==> src/rtl/tdg_pkg.sv <==
package tdg_pkg;

    typedef enum logic [1:0] {
        ST_IDLE  = 2'd0,
        ST_COUNT = 2'd1,
        ST_PEND  = 2'd2,
        ST_PULSE = 2'd3
    } tdg_state_e;

endpackage

==> src/rtl/tdg_sync.sv <==
module tdg_sync #(
    parameter int STAGES = 2
) (
    input  logic clk,
    input  logic rst,
    input  logic async_i,
    output logic rise_o
);
    logic [STAGES:0] sr_q;

    always_ff @(posedge clk) begin
        if (rst) sr_q <= '0;
        else     sr_q <= {sr_q[STAGES-1:0], async_i};
    end

    // the last stage only serves the edge detector
    assign rise_o = sr_q[STAGES-1] & ~sr_q[STAGES];

    AST_RISE_SINGLE: assert property (@(posedge clk) disable iff (rst)
        rise_o |=> !rise_o);
endmodule

==> src/rtl/tdg_tick.sv <==
module tdg_tick #(
    parameter int TICK_DIV = 7
) (
    input  logic clk,
    input  logic rst,
    output logic tick_o
);
    localparam int TW = (TICK_DIV > 2) ? $clog2(TICK_DIV) : 1;
    localparam logic [TW-1:0] LAST = TW'(TICK_DIV - 1);

    logic [TW-1:0] tcnt_q;

    always_ff @(posedge clk) begin
        if (rst)                 tcnt_q <= '0;
        else if (tcnt_q == LAST) tcnt_q <= '0;
        else                     tcnt_q <= tcnt_q + {{(TW-1){1'b0}}, 1'b1};
    end

    assign tick_o = (tcnt_q == LAST);

    AST_TICK_GAP: assert property (@(posedge clk) disable iff (rst)
        tick_o |=> !tick_o);
endmodule

==> src/rtl/tdg_fsm.sv <==
module tdg_fsm
    import tdg_pkg::*;
#(
    parameter int CNT_W   = 16,
    parameter int KEY_W   = 8,
    parameter int KEY_LSB = 4
) (
    input  logic             clk,
    input  logic             rst,
    input  logic             tick_i,
    input  logic             trig_rise_i,
    input  logic             imm_rise_i,
    input  logic             arm_i,
    input  logic [KEY_W-1:0] keys_i,
    output logic             save_o
);
    localparam logic [CNT_W-1:0] ONE = {{(CNT_W-1){1'b0}}, 1'b1};

    tdg_state_e       state_q, state_d;
    logic [CNT_W-1:0] cnt_q, cnt_d;
    logic [CNT_W-1:0] ref_val;

    always_comb begin
        ref_val = '0;
        ref_val[KEY_LSB +: KEY_W] = keys_i;
    end

    // next-state and counter logic
    always_comb begin
        state_d = state_q;
        cnt_d   = cnt_q;
        unique case (state_q)
            ST_IDLE: begin
                cnt_d = '0;
                if (imm_rise_i)       state_d = ST_PEND;
                else if (trig_rise_i) state_d = ST_COUNT;
            end
            ST_COUNT: begin
                if (imm_rise_i) begin
                    cnt_d   = '0;
                    state_d = ST_PEND;
                end else if (tick_i) begin
                    if (cnt_q == ref_val) begin
                        cnt_d   = '0;
                        state_d = arm_i ? ST_PULSE : ST_IDLE;
                    end else begin
                        cnt_d = cnt_q + ONE;
                    end
                end
            end
            ST_PEND:  if (tick_i) state_d = ST_PULSE;
            ST_PULSE: if (tick_i) state_d = ST_IDLE;
            default:  state_d = ST_IDLE;
        endcase
    end

    // state register
    always_ff @(posedge clk) begin
        if (rst) begin
            state_q <= ST_IDLE;
            cnt_q   <= '0;
        end else begin
            state_q <= state_d;
            cnt_q   <= cnt_d;
        end
    end

    // outputs
    always_comb begin
        save_o = (state_q == ST_PULSE);
    end

    AST_SAVE_RISE_ON_TICK: assert property (@(posedge clk) disable iff (rst)
        $rose(save_o) |-> $past(tick_i));
    AST_SAVE_FALL_ON_TICK: assert property (@(posedge clk) disable iff (rst)
        $fell(save_o) |-> $past(tick_i));
    AST_DISARMED_NO_SAVE: assert property (@(posedge clk) disable iff (rst)
        (state_q == ST_COUNT && tick_i && !imm_rise_i && cnt_q == ref_val && !arm_i)
        |=> !save_o);
    AST_IDLE_CLEARED: assert property (@(posedge clk) disable iff (rst)
        (state_q == ST_IDLE) |-> (cnt_q == '0));
    AST_IMM_REACHES_PULSE: assert property (@(posedge clk) disable iff (rst)
        (state_q == ST_PEND && tick_i) |=> save_o);
endmodule

==> src/rtl/trig_delay_gen.sv <==
module trig_delay_gen #(
    parameter int TICK_DIV    = 7,
    parameter int CNT_W       = 16,
    parameter int KEY_W       = 8,
    parameter int KEY_LSB     = 4,
    parameter int SYNC_STAGES = 2
) (
    input  logic             clk,
    input  logic             rst,
    input  logic             trig_async_i,
    input  logic             imm_async_i,
    input  logic             arm_i,
    input  logic [KEY_W-1:0] keys_i,
    output logic             save_o
);
    logic tick;
    logic trig_rise;
    logic imm_rise;

    tdg_tick #(.TICK_DIV(TICK_DIV)) u_tick (
        .clk(clk), .rst(rst), .tick_o(tick)
    );

    tdg_sync #(.STAGES(SYNC_STAGES)) u_trig_sync (
        .clk(clk), .rst(rst), .async_i(trig_async_i), .rise_o(trig_rise)
    );

    tdg_sync #(.STAGES(SYNC_STAGES)) u_imm_sync (
        .clk(clk), .rst(rst), .async_i(imm_async_i), .rise_o(imm_rise)
    );

    tdg_fsm #(.CNT_W(CNT_W), .KEY_W(KEY_W), .KEY_LSB(KEY_LSB)) u_fsm (
        .clk(clk), .rst(rst), .tick_i(tick),
        .trig_rise_i(trig_rise), .imm_rise_i(imm_rise),
        .arm_i(arm_i), .keys_i(keys_i), .save_o(save_o)
    );
endmodule

==> config.mk <==
export PLATFORM = sky130hd
export DESIGN_NAME = trig_delay_gen
export DESIGN_NICKNAME = d
export VERILOG_FILES = /design/src/rtl/tdg_pkg.sv /design/src/rtl/tdg_sync.sv /design/src/rtl/tdg_tick.sv /design/src/rtl/tdg_fsm.sv /design/src/rtl/trig_delay_gen.sv
export SDC_FILE = /design/constraint.sdc
export NUM_CORES = 1
export LEC_CHECK = 0
export ABC_CLOCK_PERIOD_IN_PS = 1700
export BUFFER_PORTS_ARGS = -buffer_cell sky130_fd_sc_hd__buf_2
export CAP_MARGIN = 10
export CORE_MARGIN = 2
export CORE_UTILIZATION = 51
export CTS_CLUSTER_DIAMETER = 120
export DETAILED_ROUTE_END_ITERATION = 8
export GPL_TIMING_DRIVEN = 0
export PLACE_DENSITY = 0.73
export REMOVE_ABC_BUFFERS = 1
export SLEW_MARGIN = 20
export SYNTH_ARGS = -nofsm -noshare
export SYNTH_HDL_FRONTEND = slang
export SYNTH_SLANG_ARGS = --single-unit
==> constraint.sdc <==
create_clock -name clk -period 1.7 [get_ports clk]
set_input_delay 0.085 -clock clk [delete_from_list [all_inputs] [get_ports clk]]
set_output_delay 0.085 -clock clk [all_outputs]
set_load 0.05 [all_outputs]
==> results of run 1 <==
-- final cells by class --
cell class,instances,share of cell area
flip-flops and latches,27,0.353
multi-input cells,112,0.511
repair buffers,19,0.0770
clock inverters,1,0.00324
well taps,30,0.0243
inverters,7,0.0170
clock buffers,3,0.0146
-- cell usage after synthesis (all sizes together), types with 2 or more instances --
| library cell | instances |
|---|---|
| a311oi | 2 |
| ha | 4 |
| nand4 | 6 |
| nor2 | 22 |
| clkbuf | 3 |
| xor2 | 11 |
| xnor2 | 10 |
| nor3 | 6 |
| buf | 2 |
| nand3 | 9 |
| nand2 | 15 |
| a21oi | 4 |
| inv | 7 |
| nand2b | 2 |
| nor2b | 5 |
| a31oi | 3 |
| dfxtp | 27 |
-- flip-flops by register name (all words and copies together) (netlist names) --
name / flops
u_fsm.cnt_q: 16
u_imm_sync.sr_q: 3
u_trig_sync.sr_q: 3
u_fsm.state_q: 2
u_tick.tcnt_q: 3
-- per-stage QoR --
stage                     power, mW   util
after global placement        0.752  0.571
final                          1.04  0.618
after global routing           1.09  0.618
after floorplan               0.725      -
after detailed placement      0.759  0.571
after CTS                      1.05  0.603
-- worst paths after layout --
| kind | start | endpoint | slack (ps) | depth (start not counted) |
|---|---|---|---|---|
| min | rst | u_trig_sync.sr_q[2] | 70 | 2 |
| max | u_fsm.cnt_q[1] | u_fsm.cnt_q[0] | 100 | 7 |
| min reg2reg | u_tick.tcnt_q[0] | u_tick.tcnt_q[0] | 440 | 1 |
| max reg2reg | u_fsm.cnt_q[1] | u_fsm.cnt_q[0] | 100 | 7 |
-- power groups by stage --
| stage | logic, mW | clock network (mW) | registers, mW |
|---|---|---|---|
| final | 0.0923 | 0.285 | 0.662 |
| after global routing | 0.103 | 0.318 | 0.665 |
| after CTS | 0.0911 | 0.293 | 0.661 |
| after detailed placement | 0.0857 | 0 | 0.674 |
| after global placement | 0.0798 | 0 | 0.672 |
| after floorplan | 0.0541 | 0 | 0.670 |
-- logic make-up after synthesis --
group           synth area share
xor+xnor                   0.136
simple gates               0.275
mux                      0.00832
compound gates             0.104
flops                      0.399
fa+ha+maj                 0.0370
buf+inv                   0.0407
-- repair_timing --
action                                  CTS  global route
endpoints found under the setup margin   16            16
setup buffers                             3             1
pin swaps                                 1             3
gates cloned                              0             0
hold endpoints to repair                  2             0
resized for setup                         2             8
hold buffers                              2             0
-- per-layer routing --
layer / part of all wire / global-route usage / vias to the layer above / routed length [um]
met5: 0 / 0 / - / 0
met4: 0.011 / 0.0662 / 0 / 29
met3: 0.043 / 0.0539 / 4 / 115
met2: 0.53 / 0.332 / 29 / 1400
met1: 0.42 / 0.196 / 522 / 1120
li1: - / - / 547 / -
==> metrics.md, run 1 <==
| Metric | Value |
|---|---|
| Run status | finished clean |
| CTS Buf Count | 3 |
| Synthesis-to-finish area growth | 14.0% |
| Proportion of netlist area held by the largest area contributor | 0.399 |
| Leak | 0.580 nW |
| RSZ-0062 raised after global routing | true |
| Via count | 1102 |
| Int Power | 0.779 mW |
| Final GP Congestion | 0.826 |
| PD cells | 673 nW/um2 |
| H-Tree Depth | 1 |
| DRT iter0 DRCs | 33 |
| Multi-input logic area | 790 um2 |
| WS Path Type | register to register |
| Crit path capture type | register |
| Critical Path, Cell by Cell | inv_1 > ha_1 > nor4b_4 > nand2_1 > nor3_4 > nor4_1 > mux2_2 |
| Setup tns final | 0 ps |
| First-pass DRT Iterations | 4 |
| Chip Height | 55.5 um |
| Commonest non-fill, non-tap cell in the layout | dfxtp_1 |
| Clock buffer depth | 2 |
| Antenna Nets Post-Route | 0 |
| # port buffers | 13 |
| DP Cell Count | 189 |
| Final setup violation count | 0 |
| Area leader, netlist | dfxtp_1 |
| Critical path launch point type | register |
| Mean post-synth cell area | 8.97 um2 |
| Worst EP required | 1940 ps |
| Die width | 55.5 um |
| Final instance area | 1540 um2 |
| Core area | 2500 um2 |
| Routed WL | 2670 um |
| Clk pwr share | 0.274 |
| Layout cell share with drive strength beyond 1 | 0.219 |
| FF+latch count, synth | 27 |
| Crit path buf inv count | 1 |
| Gr usage total | 0.182 |
| Async S/R FF share, synth | 0 |
| Logic pwr share | 0.089 |
| Vias per cell | 5.54 |
| Worst clock skew | 5.52 ps |
| Warnings, synthesis | 0 |
| Largest net degree at the start of global routing | 16 |
| Crit path DAT | 1840 ps |
| TritonCTS clock tree | done |
| Sequential fraction of the synthesis area | 0.399 |
| Post-layout minimum cycle time | 1600 ps |
| Commonest cells after routing, fill and taps aside | 24 x dfxtp_1, 22 x nor2_1, 14 x nand2_1 |
| Placed Area | 1430 um2 |
| Initial antenna violation count | 0 |
| Flop pwr share | 0.637 |
| Final HPWL DP | 1860 um |
| Setup ws final | 97.7 ps |
| Worst-path clk slew | 140 ps |
| Antenna diodes | 0 |
| Max incr delay on CP | 360 ps |
| Final std cells w/o fill | 199 |
| Worst-path maximum fanout | 4 |
| Row count | 18 |
| Clk_lat worst skew | 340 ps |
| Pins Over Slew Limit | 0 |
| Clk sinks | 27 |
| Worst Tran Pin Value | 397 ps |
| Wire per inst | 13.4 um |
| DRC violation count after routing | 0 |
| FMAX | 624 MHz |
| Congestion Overflow GR | 0 |
| First-pass GRT wire length | 4490 um |
| Sw Ratio | 0.250 |
| P_sw | 0.260 mW |
| Dpl ws | -98.9 ps |
| Fillers | 230 |
| Number of nets in the layout | 187 |
| Final period util | 0.943 |
| Worst hold margin | 69.1 ps |
| Max IR drop VDD | 0.517 mV |
| Final Hold Fails | 0 |
| Hold crit path type | input port to register |
| Clk root buf | clkbuf_4 |
| Top post-synthesis cells by area | dfxtp_1 40%, xor2_1 7.1%, xnor2_1 6.5% |
| Die ar. | 3080 um2 |
| Post-synthesis cell count | 151 |
| Most used DFF post-synth | dfxtp_1 |
| EDFF count, synth | 0 |
| CP top delay family | simple AND/OR/NAND/NOR gates |
| Maxcap violations | 0 |
| Register Area | 544 um2 |
| Synthesized cell area | 1350 um2 |
| Library cells used by synthesis | 38 |
| Slew HR | 0.735 |
| I/O Pins | 14 |
| Vias in the first global route | 1081 |
| Starting density of the core | 0.542 |
| Slowest cell on crit path | dfxtp_1 |
No activity file was read; power rests on OpenSTA's default activity.
==> inputs of run 2 (changes only) <==
--- a/config.mk
+++ b/config.mk
@@ -8,6 +8,7 @@
 export ABC_CLOCK_PERIOD_IN_PS = 1700
 export BUFFER_PORTS_ARGS = -buffer_cell sky130_fd_sc_hd__buf_2
 export CAP_MARGIN = 10
+export CORE_ASPECT_RATIO = 1.1
 export CORE_MARGIN = 2
 export CORE_UTILIZATION = 51
 export CTS_CLUSTER_DIAMETER = 120
==> run 2 against run 1 <==
  * Final area decreased by 1.3%
  * Global-route usage is 0.48 points higher
  * Non-clock buffer count down 2
  * Clock power shrank 5%
  * Sequential share of layout area is 0.38 points higher
  * Critical path type unchanged
==> metrics.md, run 2 (synthesized netlist as in run 1, its figures left out) <==
| Metric | Value |
|---|---|
| Layout cell share with drive strength beyond 1 | 0.198 (was 0.219) |
| WS Path Type | register to register (unchanged) |
| Final HPWL DP | 1850 um (was 1860 um) |
| Largest net degree at the start of global routing | 15 (was 16) |
| DRT iter0 DRCs | 10 (was 33) |
| Gr usage total | 0.187 (was 0.182) |
| Final period util | 0.932 (was 0.943) |
| Clock buffer depth | 2 (unchanged) |
| Worst-path clk slew | 140 ps (about the same) |
| RSZ-0062 raised after global routing | false (was true) |
| CTS Buf Count | 3 (unchanged) |
| Reg2Reg Capture Point | u_fsm.cnt_q[13] (was u_fsm.cnt_q[0]) |
| Initial antenna violation count | 0 (unchanged) |
| Hold crit path type | input port to register (unchanged) |
| Core area | 2520 um2 (was 2500 um2) |
| Worst r2r src | u_tick.tcnt_q[0] (was u_fsm.cnt_q[1]) |
| Slowest cell on crit path | dfxtp_1 (unchanged) |
| H-Tree Depth | 1 (unchanged) |
| Worst-path maximum fanout | 6 (was 4) |
| Chip Height | 58.0 um (was 55.5 um) |
| Pins Over Slew Limit | 0 (unchanged) |
| First-pass DRT Iterations | 4 (unchanged) |
| Final setup violation count | 0 (unchanged) |
| Vias in the first global route | 1044 (was 1081) |
| I/O Pins | 14 (unchanged) |
| PD cells | 671 nW/um2 (was 673 nW/um2) |
| Reg2Reg Depth | 8 (was 7) |
| First-pass GRT wire length | 4260 um (was 4490 um) |
| Crit path capture type | register (unchanged) |
| Die width | 53.1 um (was 55.5 um) |
| Crit path DAT | 1820 ps (was 1840 ps) |
| Starting density of the core | 0.537 (was 0.542) |
| Wire per inst | 12.5 um (was 13.4 um) |
| Synthesis-to-finish area growth | 12.6% (was 14.0%) |
| Crit path to | u_fsm.cnt_q[13] (was u_fsm.cnt_q[0]) |
| DRC violation count after routing | 0 (unchanged) |
| Max reg flops | 16 (unchanged) |
| Row count | 19 (was 18) |
| Commonest non-fill, non-tap cell in the layout | dfxtp_1 (unchanged) |
| Worst clock skew | 4.43 ps (was 5.52 ps) |
| Antenna Nets Post-Route | 0 (unchanged) |
| Number of nets in the layout | 185 (was 187) |
| Total power | 1.02 mW (was 1.04 mW) |
| Critical Path Stages | 8 (was 7) |
| FMAX | 631 MHz (was 624 MHz) |
| Critical Path, Cell by Cell | inv_1 > ha_2 > nand2_4 > a311oi_4 > buf_4 > nand4_1 > xor2_1 > nor2_1 (was inv_1 > ha_1 > nor4b_4 > nand2_1 > nor3_4 > nor4_1 > mux2_2) |
| Clk_lat worst skew | 320 ps (was 340 ps) |
| Max IR drop VDD | 0.575 mV (was 0.517 mV) |
| Crit path buf inv count | 2 (was 1) |
| Slew HR | 0.723 (was 0.735) |
| Largest register by flop count | u_fsm.cnt_q (unchanged) |
| Run status | finished clean (unchanged) |
| # port buffers | 13 (unchanged) |
| Post-layout minimum cycle time | 1580 ps (was 1600 ps) |
| Critical path launch point type | register (unchanged) |
| Commonest cells after routing, fill and taps aside | 25 x dfxtp_1, 22 x nor2_1, 14 x nand2_1 (was 24 x dfxtp_1, 22 x nor2_1, 14 x nand2_1) |
| Final Hold Fails | 0 (unchanged) |
| Antenna diodes | 0 (unchanged) |
| R2r setup slk | 120 ps (was 100 ps) |
| Worst EP required | 1930 ps (was 1940 ps) |
| Maxcap violations | 0 (unchanged) |
| Via count | 1075 (was 1102) |
| Worst Tran Pin Value | 412 ps (was 397 ps) |
| Leak | 0.570 nW (was 0.580 nW) |
| Clk root buf | clkbuf_4 (unchanged) |
| Setup tns final | 0 ps (unchanged) |
| Routed WL | 2480 um (was 2670 um) |
| Max incr delay on CP | 350 ps (was 360 ps) |
| Congestion Overflow GR | 0 (unchanged) |
| TritonCTS clock tree | done (unchanged) |
| Final GP Congestion | 0.869 (was 0.826) |
| CP top delay family | flip-flops (was simple AND/OR/NAND/NOR gates) |
| Clk sinks | 27 (unchanged) |
| Die ar. | 3080 um2 (about the same) |
| Crit path from | u_tick.tcnt_q[0] (was u_fsm.cnt_q[1]) |
| Vias per cell | 5.43 (was 5.54) |
run 2: cell count changes in the layout (fill, tap and decap cells not counted):
| cell | previous run | this run |
|---|---|---|
| clkbuf_1 | 0 | 1 |
| buf_6 | 1 | 0 |
| buf_4 | 3 | 2 |
| dfxtp_1 | 24 | 25 |
| clkinv_2 | 1 | 0 |
| dfxtp_2 | 3 | 2 |
run 2: how the worst min path moves through the flow:
| stage | cells past startpoint | slack (ps) | to | startpoint |
|---|---|---|---|---|
| 4_1_cts | 2 | 70 | u_trig_sync.sr_q[2] | rst |
| 2_1_floorplan | 1 | 150 | u_trig_sync.sr_q[2] | rst |
| 3_3_place_gp | 2 | 290 | u_imm_sync.sr_q[0] | imm_async_i |
| 3_5_place_dp | 2 | 320 | u_trig_sync.sr_q[0] | trig_async_i |
| 6_report | 2 | 80 | u_trig_sync.sr_q[2] | rst |
| 5_1_grt | 2 | 90 | u_trig_sync.sr_q[2] | rst |
run 2: worst reg2reg max path, cell delays in order, from the launching register on:
cell and delay, ps:
dfxtp_1 350, inv_1 60, ha_2 210, nand2_4 90
a311oi_4 310, buf_4 170, nand4_1 110, xor2_1 150
nor2_1 50
run 2: what timing repair did:
action	in CTS	in global routing
hold endpoints to repair	2	0
hold buffers	2	0
resized for setup	2	6
setup buffers	2	0
pin swaps	1	3
setup endpoints to repair	15	16
run 2: where the power goes:
group / switching (mW) / internal (mW) / leakage (nW)
clock: 0.179 / 0.0918 / 0.0150
combinational: 0.0485 / 0.0433 / 0.334
sequential: 0.0136 / 0.647 / 0.220
run 2: layer usage:
metal  vias up  global-route usage  part of all wire
met5         -                   0                 0
met4         0              0.0879             0.014
met3         4              0.0232             0.039
met2        33               0.332              0.53
met1       495               0.218              0.42
li1        543                   -                 -
run 2: area by class of cell:
type                            instances  area [um2]
Tap cell                               31        38.8
Timing Repair Buffer                   17         100
Inverter                                7        26.3
Sequential cell                        27         543
Clock buffer                            4        26.3
Multi-Input combinational cell        112         790
Fill cell                             242         996
run 2: through the flow:
step	setup slack (ps)	utilization	cells	area [um2]	hold WS [ps]
floorplan	26.3	-	146	1330	152
global placement	-29.8	0.567	190	1430	295
detailed placement	-83.7	0.567	190	1430	317
CTS	16.3	0.595	198	1500	70.3
global route	1.75	0.605	198	1520	89.5
finish	115	0.605	198	1520	79.1
